--- src/rtl/burst_addr_pkg.sv ---
// Shared types for the burst address generator.
// Assumes: one source of the address is selected in each cycle.
package burst_addr_pkg;

    // Address source chosen for the current cycle
    typedef enum logic [1:0] {
        SRC_HOLD  = 2'd0,
        SRC_STEP  = 2'd1,
        SRC_LOAD  = 2'd2,
        SRC_AGAIN = 2'd3
    } addr_src_e;

endpackage

--- src/rtl/burst_src_decode.sv ---
// Turns the three active-low strobes into a single source selection.
// Assumes: priority is repeat, then load, then advance, then hold.
module burst_src_decode
    import burst_addr_pkg::*;
(
    input  logic      load_n,
    input  logic      step_n,
    input  logic      again_n,
    output addr_src_e src
);

    // Fixed-priority choice of the address source
    always_comb begin
        if (!again_n)     src = SRC_AGAIN;
        else if (!load_n) src = SRC_LOAD;
        else if (!step_n) src = SRC_STEP;
        else              src = SRC_HOLD;
    end

endmodule

--- src/rtl/burst_anchor_reg.sv ---
// Stores the most recent externally loaded address.
// Assumes: a synchronous active-low reset; updated only when capture is set.
module burst_anchor_reg #(
    parameter int ADDR_W = 18
) (
    input  logic              clk,
    input  logic              rst_n,
    input  logic              capture,
    input  logic [ADDR_W-1:0] d,
    output logic [ADDR_W-1:0] q
);

    // Capture the loaded address, or clear it on reset
    always_ff @(posedge clk) begin
        if (!rst_n)       q <= '0;
        else if (capture) q <= d;
    end

endmodule

--- src/rtl/burst_addr_path.sv ---
// Forms the access address and keeps the running address register.
// Assumes: the running register always holds the previous cycle's access
// address, so an advance adds one to it and a hold reuses it. The width
// sets the wrap point.
module burst_addr_path
    import burst_addr_pkg::*;
#(
    parameter int ADDR_W = 18
) (
    input  logic              clk,
    input  logic              rst_n,
    input  addr_src_e         src,
    input  logic [ADDR_W-1:0] ext_addr,
    input  logic [ADDR_W-1:0] anchor,
    output logic [ADDR_W-1:0] acc_addr
);

    localparam logic [ADDR_W-1:0] ONE = ADDR_W'(1);

    logic [ADDR_W-1:0] run_q;

    // Select this cycle's address from the chosen source
    always_comb begin
        unique case (src)
            SRC_AGAIN: acc_addr = anchor;
            SRC_LOAD:  acc_addr = ext_addr;
            SRC_STEP:  acc_addr = run_q + ONE;
            default:   acc_addr = run_q;
        endcase
    end

    // Remember the address used so the next cycle can step or hold it
    always_ff @(posedge clk) begin
        if (!rst_n) run_q <= '0;
        else        run_q <= acc_addr;
    end

endmodule

--- src/rtl/burst_addr_gen.sv ---
// Top of the per-port burst address generator.
// Assumes: the strobes and ext_addr are synchronous to clk. acc_addr is
// combinational and meant for the access in the same cycle.
module burst_addr_gen
    import burst_addr_pkg::*;
#(
    parameter int ADDR_W = 18
) (
    input  logic              clk,
    input  logic              rst_n,
    input  logic              load_n,
    input  logic              step_n,
    input  logic              again_n,
    input  logic [ADDR_W-1:0] ext_addr,
    output logic [ADDR_W-1:0] acc_addr
);

    addr_src_e         src;
    logic [ADDR_W-1:0] anchor;
    logic              take_anchor;

    burst_src_decode u_dec (
        .load_n  (load_n),
        .step_n  (step_n),
        .again_n (again_n),
        .src     (src)
    );

    // Only a winning load updates the anchor
    assign take_anchor = (src == SRC_LOAD);

    burst_anchor_reg #(.ADDR_W(ADDR_W)) u_anchor (
        .clk     (clk),
        .rst_n   (rst_n),
        .capture (take_anchor),
        .d       (ext_addr),
        .q       (anchor)
    );

    burst_addr_path #(.ADDR_W(ADDR_W)) u_path (
        .clk      (clk),
        .rst_n    (rst_n),
        .src      (src),
        .ext_addr (ext_addr),
        .anchor   (anchor),
        .acc_addr (acc_addr)
    );

endmodule

--- config.mk ---
export PLATFORM = sky130hd
export DESIGN_NAME = burst_addr_gen
export DESIGN_NICKNAME = d
export VERILOG_FILES = /design/src/rtl/burst_addr_pkg.sv /design/src/rtl/burst_src_decode.sv /design/src/rtl/burst_anchor_reg.sv /design/src/rtl/burst_addr_path.sv /design/src/rtl/burst_addr_gen.sv
export SDC_FILE = /design/constraint.sdc
export NUM_CORES = 1
export LEC_CHECK = 0
export ABC_AREA = 1
export ABC_CLOCK_PERIOD_IN_PS = 1500
export BUFFER_PORTS_ARGS = -buffer_cell sky130_fd_sc_hd__buf_2
export CAP_MARGIN = 20
export CELL_PAD_IN_SITES_DETAIL_PLACEMENT = 1
export CELL_PAD_IN_SITES_GLOBAL_PLACEMENT = 1
export CORE_ASPECT_RATIO = 0.8
export CORE_UTILIZATION = 35
export CTS_BUF_LIST = sky130_fd_sc_hd__clkbuf_8
export CTS_CLUSTER_DIAMETER = 100
export DETAILED_ROUTE_END_ITERATION = 7
export PLACE_DENSITY_LB_ADDON = 0.08
export SYNTH_ARGS = -nofsm -noshare
export SYNTH_HDL_FRONTEND = slang
export SYNTH_SLANG_ARGS = --single-unit
export TNS_END_PERCENT = 100
--- constraint.sdc ---
create_clock -name clk -period 1.5 [get_ports clk]
set_clock_uncertainty 0.05 [all_clocks]
set_input_delay 0.3 -clock clk [delete_from_list [all_inputs] [get_ports clk]]
set_output_delay 0.3 -clock clk [all_outputs]
set_load 0.01 [all_outputs]
==> results_dict.tcl, run 1 <==
set metrics [dict create \
    initialDrtViolationCount 98 \
    vias_per_cell 4.87 \
    std_cell_rows 24 \
    dp_slack_ns -0.434 \
    ctsRootBufferMaster "clkbuf_8" \
    ir_drop_mv 0.495 \
    io_buffers 40 \
    fmax_mhz 488 \
    synth_top_cells_by_count "nand2_1, inv_1, dfxtp_1" \
    drive_gt1_share_pct 41.8 \
    p_comb_share_pct 23.7 \
    rr_worst_depth 12 \
    cts_buffer_depth 2 \
    placed_cell_area_mm2 0.00278 \
    cts_tree "yes" \
    critPathTopFamily "simple AND/OR/NAND/NOR gates" \
    antenna_cells 0 \
    crit_path_cell_trace "ha_4 -> nand2_4 -> nor2_4 -> nand2_2 -> inv_2 -> nand3_1 -> nand3_1 -> nand2_1 -> nand2_2 -> inv_2 -> buf_6" \
    first_pass_iters 4 \
    synthArstFlopShare_pct 0 \
    ant_nets 0 \
    hold_path_depth 3 \
    drc 0 \
    areaGrowthSynthToFinish_pct 52.4 \
    tightest_slew_ns 0.459 \
    path_buf_inv 3 \
    hp-class "in -> reg" \
    netSwitchingPower_mw 0.700 \
    maxSlewViolCount 0 \
    setup_tns_ns -7.53 \
    hold_viol_final 0 \
    wl_per_cell_um 15.6 \
    yosysTopAreaCell "dfxtp_1" \
    cts_buffers 5 \
    synth_top_cell_area_share_pct 34.6 \
    fin_crit_ns 2.05 \
    die-area_mm2 0.00627 \
    design.core.area_mm2 0.00559 \
    fin_ws_ns -0.549 \
    ys_seq_elements 36 \
    rsz0062_at_grt "true" \
    ys_types 27 \
    die_y_um 71.0 \
    clk_latency_ns 0.30 \
    slowest_stage "dfxtp_4" \
    p_int_mw 1.57 \
    vias 2477 \
    wirelength_um 7920 \
    antenna_found_initial 0 \
    cp_data_arrival_time_ns 1.70 \
    io_pins 41 \
    synth_edf_count 0 \
    finalNetCount 455 \
    final_area_mm2 0.00318 \
    grt_pass1_wl_um 12700 \
    worstHoldStart "ext_addr[17]" \
    r2r-start "u_path.run_q[0]" \
    r2r-end "u_path.run_q[16]" \
    pwr_density_cell_mw_per_mm2 713 \
    start_util_pct 37.3 \
    holdPathEnd "u_anchor.q[17]" \
    cap_violations 0 \
    cts.clk_slew.worst_paths_ns 0.07 \
    gr-total-overflow 0 \
    grt_max_degree 24 \
    avgSynthCellArea_um2 6.36 \
    sw_frac_of_total_pct 30.9 \
    r2r_slack_ns -0.06 \
    gp_congestion 0.789 \
    crit_path_end_kind "primary output" \
    worst_ep_required_time_ns 1.15 \
    synth_most_common_cell "nand2_1" \
    dpl.hpwl_um 5620 \
    yosysWarnings 0 \
    cts_sinks 36 \
    seqPwrFrac_pct 46.3 \
    crit_path_max_fanout 4 \
    syn_inst 328 \
    grt_pass1_vias 2581 \
    max_stage_delay_ns 0.38 \
    total_power_mw 2.27 \
    start_kind "flop" \
    syn_area_mm2 0.00208 \
    clkPwrFrac_pct 30.0 \
    synth_fp_nets 352 \
    whs_ns 0.206 \
    setup_viol 22 \
    ys_seq_area_share_pct 34.6 \
    dominantRegCellSynth "dfxtp_1" \
    grt_usage_pct 27.1 \
    netlist_top_cells_area "dfxtp_1, nand2_1, inv_1" \
    status "complete, but fails checks" \
    finalCritPeriodShare_pct 137 \
    slew_headroom_pct 69.4 \
    failed_checks "setup timing" \
    crit_type "reg -> out" \
    power.leakage_nw 1.51 \
    die_w_um 88.3 \
    htreeDepth 2 \
]
-- through the flow --
stage | cells | utilization, %
after global placement | 488 | 49.8
after detailed placement | 488 | 49.8
after global routing | 509 | 56.9
after floorplan | 328 | -
final | 509 | 56.9
after CTS | 505 | 55.5
-- tightest hold or removal path, stage by stage --
cell and delay [ns]:
buf_2 0.10, nand2_1 0.06, a21oi_1 0.05
-- final cells by class --
class	count	area (um^2)
multi-input combinational	240	1310
tap	78	97.6
inverter	41	163
timing repair buffer	107	778
sequential	36	749
fill	767	2410
clock buffer	5	68.8
clock inverter	2	8.76
-- timing repair --
action	CTS	global route
hold buffers	0	0
pin swaps	15	11
setup endpoints to repair	21	24
buffers inserted	11	5
resized for setup	48	18
-- sequential cells by signal, indices dropped and copies added (netlist names) --
| signal | flops |
|---|---|
| u_anchor.q | 18 |
| u_path.run_q | 18 |
-- kinds of logic after synthesis --
group	share of synthesized area, %
AOI/OAI and AO/OA	13.0
DFF	34.6
adders and majority gates	0.600
and+or+nand+nor	41.8
buffers and inverters	9.96
-- how the worst max path moves through the flow --
stage / from / end / slack [ns] / depth (start not counted)
after CTS: u_path.run_q[0] / acc_addr[11] / -0.51 / 11
after floorplan: u_path.run_q[2] / acc_addr[17] / 0.00002 / 9
after global routing: u_path.run_q[1] / acc_addr[16] / -0.66 / 12
final: u_path.run_q[0] / acc_addr[16] / -0.55 / 11
after global placement: again_n / acc_addr[15] / -0.40 / 10
after detailed placement: again_n / acc_addr[15] / -0.43 / 10
-- cells in the final DEF (no fill, tap or decap), types with 2 or more instances in the layout --
cell type,n
a211oi_1,3
a21oi_1,23
a21oi_2,3
a221oi_1,6
and2_1,5
buf_12,2
buf_2,35
buf_4,61
buf_6,8
clkbuf_8,5
dfxtp_1,27
dfxtp_2,2
dfxtp_4,7
inv_1,34
inv_2,6
nand2_1,97
nand2_2,12
nand2_4,5
nand3_1,17
nand3_2,8
nand4_1,6
nor2_1,24
nor2_2,5
nor2_4,11
o21ai_1,6
o21ai_2,3
-- metal layers --
| metal | track usage [%] | up-vias | share of wire, % |
|---|---|---|---|
| li1 | - | 1250 | - |
| met1 | 36.8 | 1177 | 48 |
| met2 | 44.4 | 41 | 48 |
| met3 | 4.20 | 9 | 3.1 |
| met4 | 7.89 | 0 | 1.0 |
| met5 | 0 | - | 0 |
-- power groups by stage --
stage          Sequential (mW)  Clock, mW  Combinational [mW]
6_report                  1.05      0.679               0.538
3_3_place_gp              1.07          0               0.453
3_5_place_dp              1.07          0               0.467
5_1_grt                   1.05      0.735               0.587
2_1_floorplan             1.06          0               0.225
4_1_cts                   1.05      0.700               0.517
Power figures use the tool's default switching activity.
==> inputs of run 2 (changes only) <==
Settings changed: ABC_CLOCK_PERIOD_IN_PS 1500 to 2600, CELL_PAD_IN_SITES_DETAIL_PLACEMENT 1 to 0, CORE_UTILIZATION 35 to 42.
Clock period 1.5 ns to 2.6 ns, I/O delays scaled along.
==> run 2 against run 1 <==
Net effect:
- the run now ends clean
- design area is 21% lower
- wire length is 28% lower
- sequential share of layout area is 5.3 points higher
- clock power is 25% lower
- total power is 42% lower
- worst hold slack better by 0.21 ns
- utilization is 3.5 points lower
- count of clock-buffer cells in the layout stayed put
- final cell count is 15% lower
- first-iteration DRC count is 23% higher
- worst setup slack better by 0.70 ns
- largest cell class unchanged
- highest routed layer unchanged
==> results_dict.tcl, run 2 (synthesis gave the netlist of run 1 again) <==
set metrics [dict create \
    critPathTopFamily "simple AND/OR/NAND/NOR gates" \
    fin_util_pct 53.4 \
    design.core.area_mm2 0.00468 \
    gp_congestion 0.882 \
    max_stage_delay_ns 0.40 \
    gr-total-overflow 0 \
    final_common_cell "nand2_1" \
    multiInputGateArea_mm2 0.00116 \
    finalNetCount 397 \
    clk_latency_ns 0.29 \
    start_util_pct 44.5 \
    cap_violations 0 \
    rsz0062_at_grt "true" \
    wirelength_um 5690 \
    cp_data_arrival_time_ns 1.88 \
    crit_path_cell_trace "ha_1 -> nand2_1 -> nor2_2 -> nand4_1 -> nand3_1 -> nand2_1 -> o21ai_1 -> inv_1 -> buf_2" \
    crit_path_end_kind "primary output" \
    cts_buffer_depth 2 \
    finalNonFillerCells 434 \
    ctsHoldBuffers 0 \
    crit_type "reg -> out" \
    drive_gt1_share_pct 22.2 \
    first_pass_iters 4 \
    fin_crit_ns 2.45 \
    rr_worst_depth 9 \
    seqPwrFrac_pct 46.0 \
    antenna_cells 0 \
    layout.area.seq_um2 721 \
    die_w_um 80.8 \
    status "finished clean" \
    vias 2162 \
    cts_sinks 36 \
    io_pins 41 \
    ctsRootBufferMaster "clkbuf_8" \
    maxSlewViolCount 0 \
    die_y_um 65.0 \
    pwr_density_cell_mw_per_mm2 528 \
    cts_buffers 5 \
    slowest_stage "dfxtp_1" \
    clkPwrFrac_pct 38.5 \
    setup_tns_ns 0 \
    netSwitchingPower_mw 0.373 \
    path_buf_inv 2 \
    finalCritPeriodShare_pct 94.1 \
    ir_drop_mv 0.287 \
    layout_common_cells "nand2_1, buf_2, inv_1, dfxtp_1, nor2_1" \
    grt_pass1_vias 1945 \
    total_power_mw 1.32 \
    antenna_found_initial 0 \
    hold_viol_final 0 \
    sw_frac_of_total_pct 28.3 \
    wl_per_cell_um 13.1 \
    path_depth 9 \
    slew_headroom_pct 59.5 \
    cts_tree "yes" \
    cts_resized 0 \
    io_buffers 40 \
    top_regs "u_anchor.q: 18 flops, u_path.run_q: 18 flops" \
    hp-class "reg -> reg" \
    p_int_mw 0.946 \
    dpl.cell_count 426 \
    vias_per_cell 4.98 \
    areaGrowthSynthToFinish_pct 19.8 \
    grt_usage_pct 23.9 \
    drc 0 \
    die-area_mm2 0.00525 \
    crit_top_cell "nand2_1" \
    worst_ep_required_time_ns 2.03 \
    fillers 536 \
    fmax_mhz 409 \
    grt_pass1_wl_um 9400 \
    crit_path_max_fanout 6 \
    dpl.hpwl_um 4290 \
    ant_nets 0 \
    std_cell_rows 22 \
    setup_viol 0 \
    tightest_slew_ns 0.608 \
    power.leakage_nw 1.17 \
    initialDrtViolationCount 121 \
    htreeDepth 2 \
    start_kind "flop" \
    post_cts_buffers 0 \
    hold_path_depth 2 \
    cts.clk_slew.worst_paths_ns 0.08 \
    grt_max_degree 17 \
    p_comb_share_pct 15.6 \
]
## run 2: worst reg2reg max path: stages, from the launching register on
cell and delay, ns:
dfxtp_1 0.40, ha_1 0.22, nand2_1 0.13, nor2_2 0.20, nand2_2 0.10, inv_2 0.07, nand2_1 0.06, nand3_2 0.07
nand4_2 0.08, and2_1 0.14
## run 2: power groups by stage
stage	logic [mW]	registers [mW]	clock network (mW)
finish	0.205	0.606	0.507
detailed placement	0.207	0.618	0
CTS	0.208	0.606	0.514
global route	0.234	0.610	0.531
floorplan	0.127	0.611	0
global placement	0.205	0.618	0
## run 2: worst paths after layout
path | start | end | slack, ns
hold reg to reg | u_anchor.q[8] | u_anchor.q[8] | 0.41
setup / recovery | u_path.run_q[0] | acc_addr[14] | 0.15
hold / removal | u_anchor.q[8] | u_anchor.q[8] | 0.41
setup reg to reg | u_path.run_q[0] | u_path.run_q[8] | 0.98
## run 2: per-layer routing
layer,vias to the layer above,global-route usage [%],wire (um)
li1,1137,-,-
met1,960,34.7,2980
met2,58,35.9,2350
met3,7,4.23,296
met4,0,6.47,55
met5,-,0,0
## run 2: layout make-up
type	count	share of cell area, %
inverters	41	6.16
multi-input cells	240	46.3
well taps	60	3.01
clock inverters	3	1.70
flip-flops and latches	36	28.9
clock buffers	5	2.76
repair buffers	49	11.2
## run 2: per-stage QoR
step	hold slack [ns]	setup WS, ns	area, um^2
5_1_grt	0.432	-0.0120	2500
3_5_place_dp	0.406	0.219	2390
3_3_place_gp	0.401	0.253	2390
2_1_floorplan	0.394	0.752	2080
6_report	0.413	0.153	2500
4_1_cts	0.417	0.171	2500
==> inputs of run 3 (changes only) <==
Settings changed: CTS_BUF_LIST sky130_fd_sc_hd__clkbuf_8 to sky130_fd_sc_hd__clkbuf_2.
==> run 3 against run 2 <==
Net effect:
- total power decreased by 10%
- register-to-register slack improved by 0.14 ns
- utilization decreased by 0.29 points
- combinational power about the same
- via count increased by 0.19%
- clock power decreased by 28%
- flip-flop and latch count unchanged
- critical endpoint is now acc_addr[16]
==> results_dict.tcl, run 3 (synthesis gave the netlist of run 1 again) <==
set metrics [dict create \
    critPathLaunch "u_path.run_q[0]" \
    cts_buffer_depth 2 \
    worst_ep_required_time_ns 2.03 \
    hp-class "in -> reg" \
    vias_per_cell 4.98 \
    gr-total-overflow 0 \
    die_y_um 65.0 \
    start_util_pct 44.5 \
    multiInputGateArea_mm2 0.00117 \
    die_w_um 80.8 \
    wl_per_cell_um 13.0 \
    die-area_mm2 0.00525 \
    r2r-start "u_path.run_q[0]" \
    maxSlewViolCount 0 \
    final_area_mm2 0.00248 \
    setup_viol 0 \
    worstHoldStart "ext_addr[13]" \
    crit_path_max_fanout 4 \
    drc 0 \
    std_cell_rows 22 \
    grt_pass1_vias 1933 \
    clk_latency_ns 0.38 \
    power.leakage_nw 1.16 \
    fillers 534 \
    crit_path_end_kind "primary output" \
    ant_nets 0 \
    grt_pass1_wl_um 9340 \
    fin_ws_ns 0.175 \
    gp_congestion 0.882 \
    start_kind "flop" \
    fin_crit_ns 2.42 \
    areaGrowthSynthToFinish_pct 19.1 \
    first_pass_iters 5 \
    wirelength_um 5650 \
    top_regs "u_anchor.q: 18 flops, u_path.run_q: 18 flops" \
    cp_data_arrival_time_ns 1.85 \
    antenna_cells 0 \
    dp_slack_ns 0.219 \
    ir_drop_mv 0.270 \
    grt_usage_pct 23.8 \
    crit_type "reg -> out" \
    finalNetCount 398 \
    finalCritPeriodShare_pct 93.3 \
    placed_cell_area_mm2 0.00239 \
    io_buffers 40 \
    drive_gt1_share_pct 24.3 \
    io_pins 41 \
    cap_violations 0 \
    tightest_slew_ns 0.617 \
    ctsRootBufferMaster "clkbuf_2" \
    dpl.hpwl_um 4290 \
    layout_common_cells "nand2_1, buf_2, inv_1, dfxtp_1, nor2_1" \
    status "finished clean" \
    design.core.area_mm2 0.00468 \
    initialDrtViolationCount 155 \
    slew_headroom_pct 58.8 \
    final_common_cell "nand2_1" \
    cts.clk_slew.worst_paths_ns 0.21 \
    fmax_mhz 412 \
    htreeDepth 2 \
    grt_max_degree 17 \
    hold_viol_final 0 \
    cts_buffers 5 \
    cts_tree "yes" \
    cts_sinks 36 \
    layout.area.seq_um2 726 \
    pwr_density_cell_mw_per_mm2 476 \
    vias 2166 \
    antenna_found_initial 0 \
]
[run 3: layout make-up]
cell class | count | area share (%)
Multi-Input combinational cell | 240 | 47.3
Clock buffer | 5 | 1.01
Clock inverter | 3 | 1.71
Sequential cell | 36 | 29.2
Tap cell | 60 | 3.02
Timing Repair Buffer | 50 | 11.6
Inverter | 41 | 6.20
[run 3: final timing paths]
path | to | slack, ns | cells after the start
min | u_anchor.q[13] | 0.31 | 3
max | acc_addr[16] | 0.18 | 11
max reg2reg | u_path.run_q[10] | 1.12 | 7
min reg2reg | u_anchor.q[8] | 0.43 | 2
[run 3: what timing repair did]
item                                    CTS  global route
endpoints found under the setup margin    0            10
hold buffers                              0             0
resized for setup                         0             9
setup buffers                             0             1
[run 3: worst max-delay path, cell delays in order, from the launching register on]
cell	delay, ns
dfxtp_2	0.40
ha_2	0.21
nand2_2	0.11
nor2_4	0.14
nand2_2	0.09
inv_2	0.07
nand3_1	0.07
nand3_1	0.08
nand2_1	0.05
nand2_1	0.09
inv_1	0.04
buf_2	0.13
[run 3: stage by stage]
step	hold WS, ns	std cells	utilization, %	TNS [ns]	power, mW
finish	0.305	435	53.1	0	1.18
global route	0.268	435	53.1	-0.00437	1.25
CTS	0.277	434	52.4	0	1.19
detailed placement	0.406	426	51.0	0	0.825
global placement	0.401	426	51.0	0	0.823
floorplan	0.394	328	-	0	0.739
[run 3: report_power, final]
part / switching [mW] / leakage [nW] / internal, mW
Clock: 0.205 / 0.0390 / 0.161
Combinational: 0.124 / 0.821 / 0.0835
Sequential: 0.0264 / 0.296 / 0.582
[run 3: layer usage]
| layer | track usage [%] | wire length [um] |
|---|---|---|
| met5 | 0 | 0 |
| met4 | 5.80 | 26 |
| met3 | 4.23 | 214 |
| met2 | 34.9 | 2370 |
| met1 | 35.3 | 3040 |
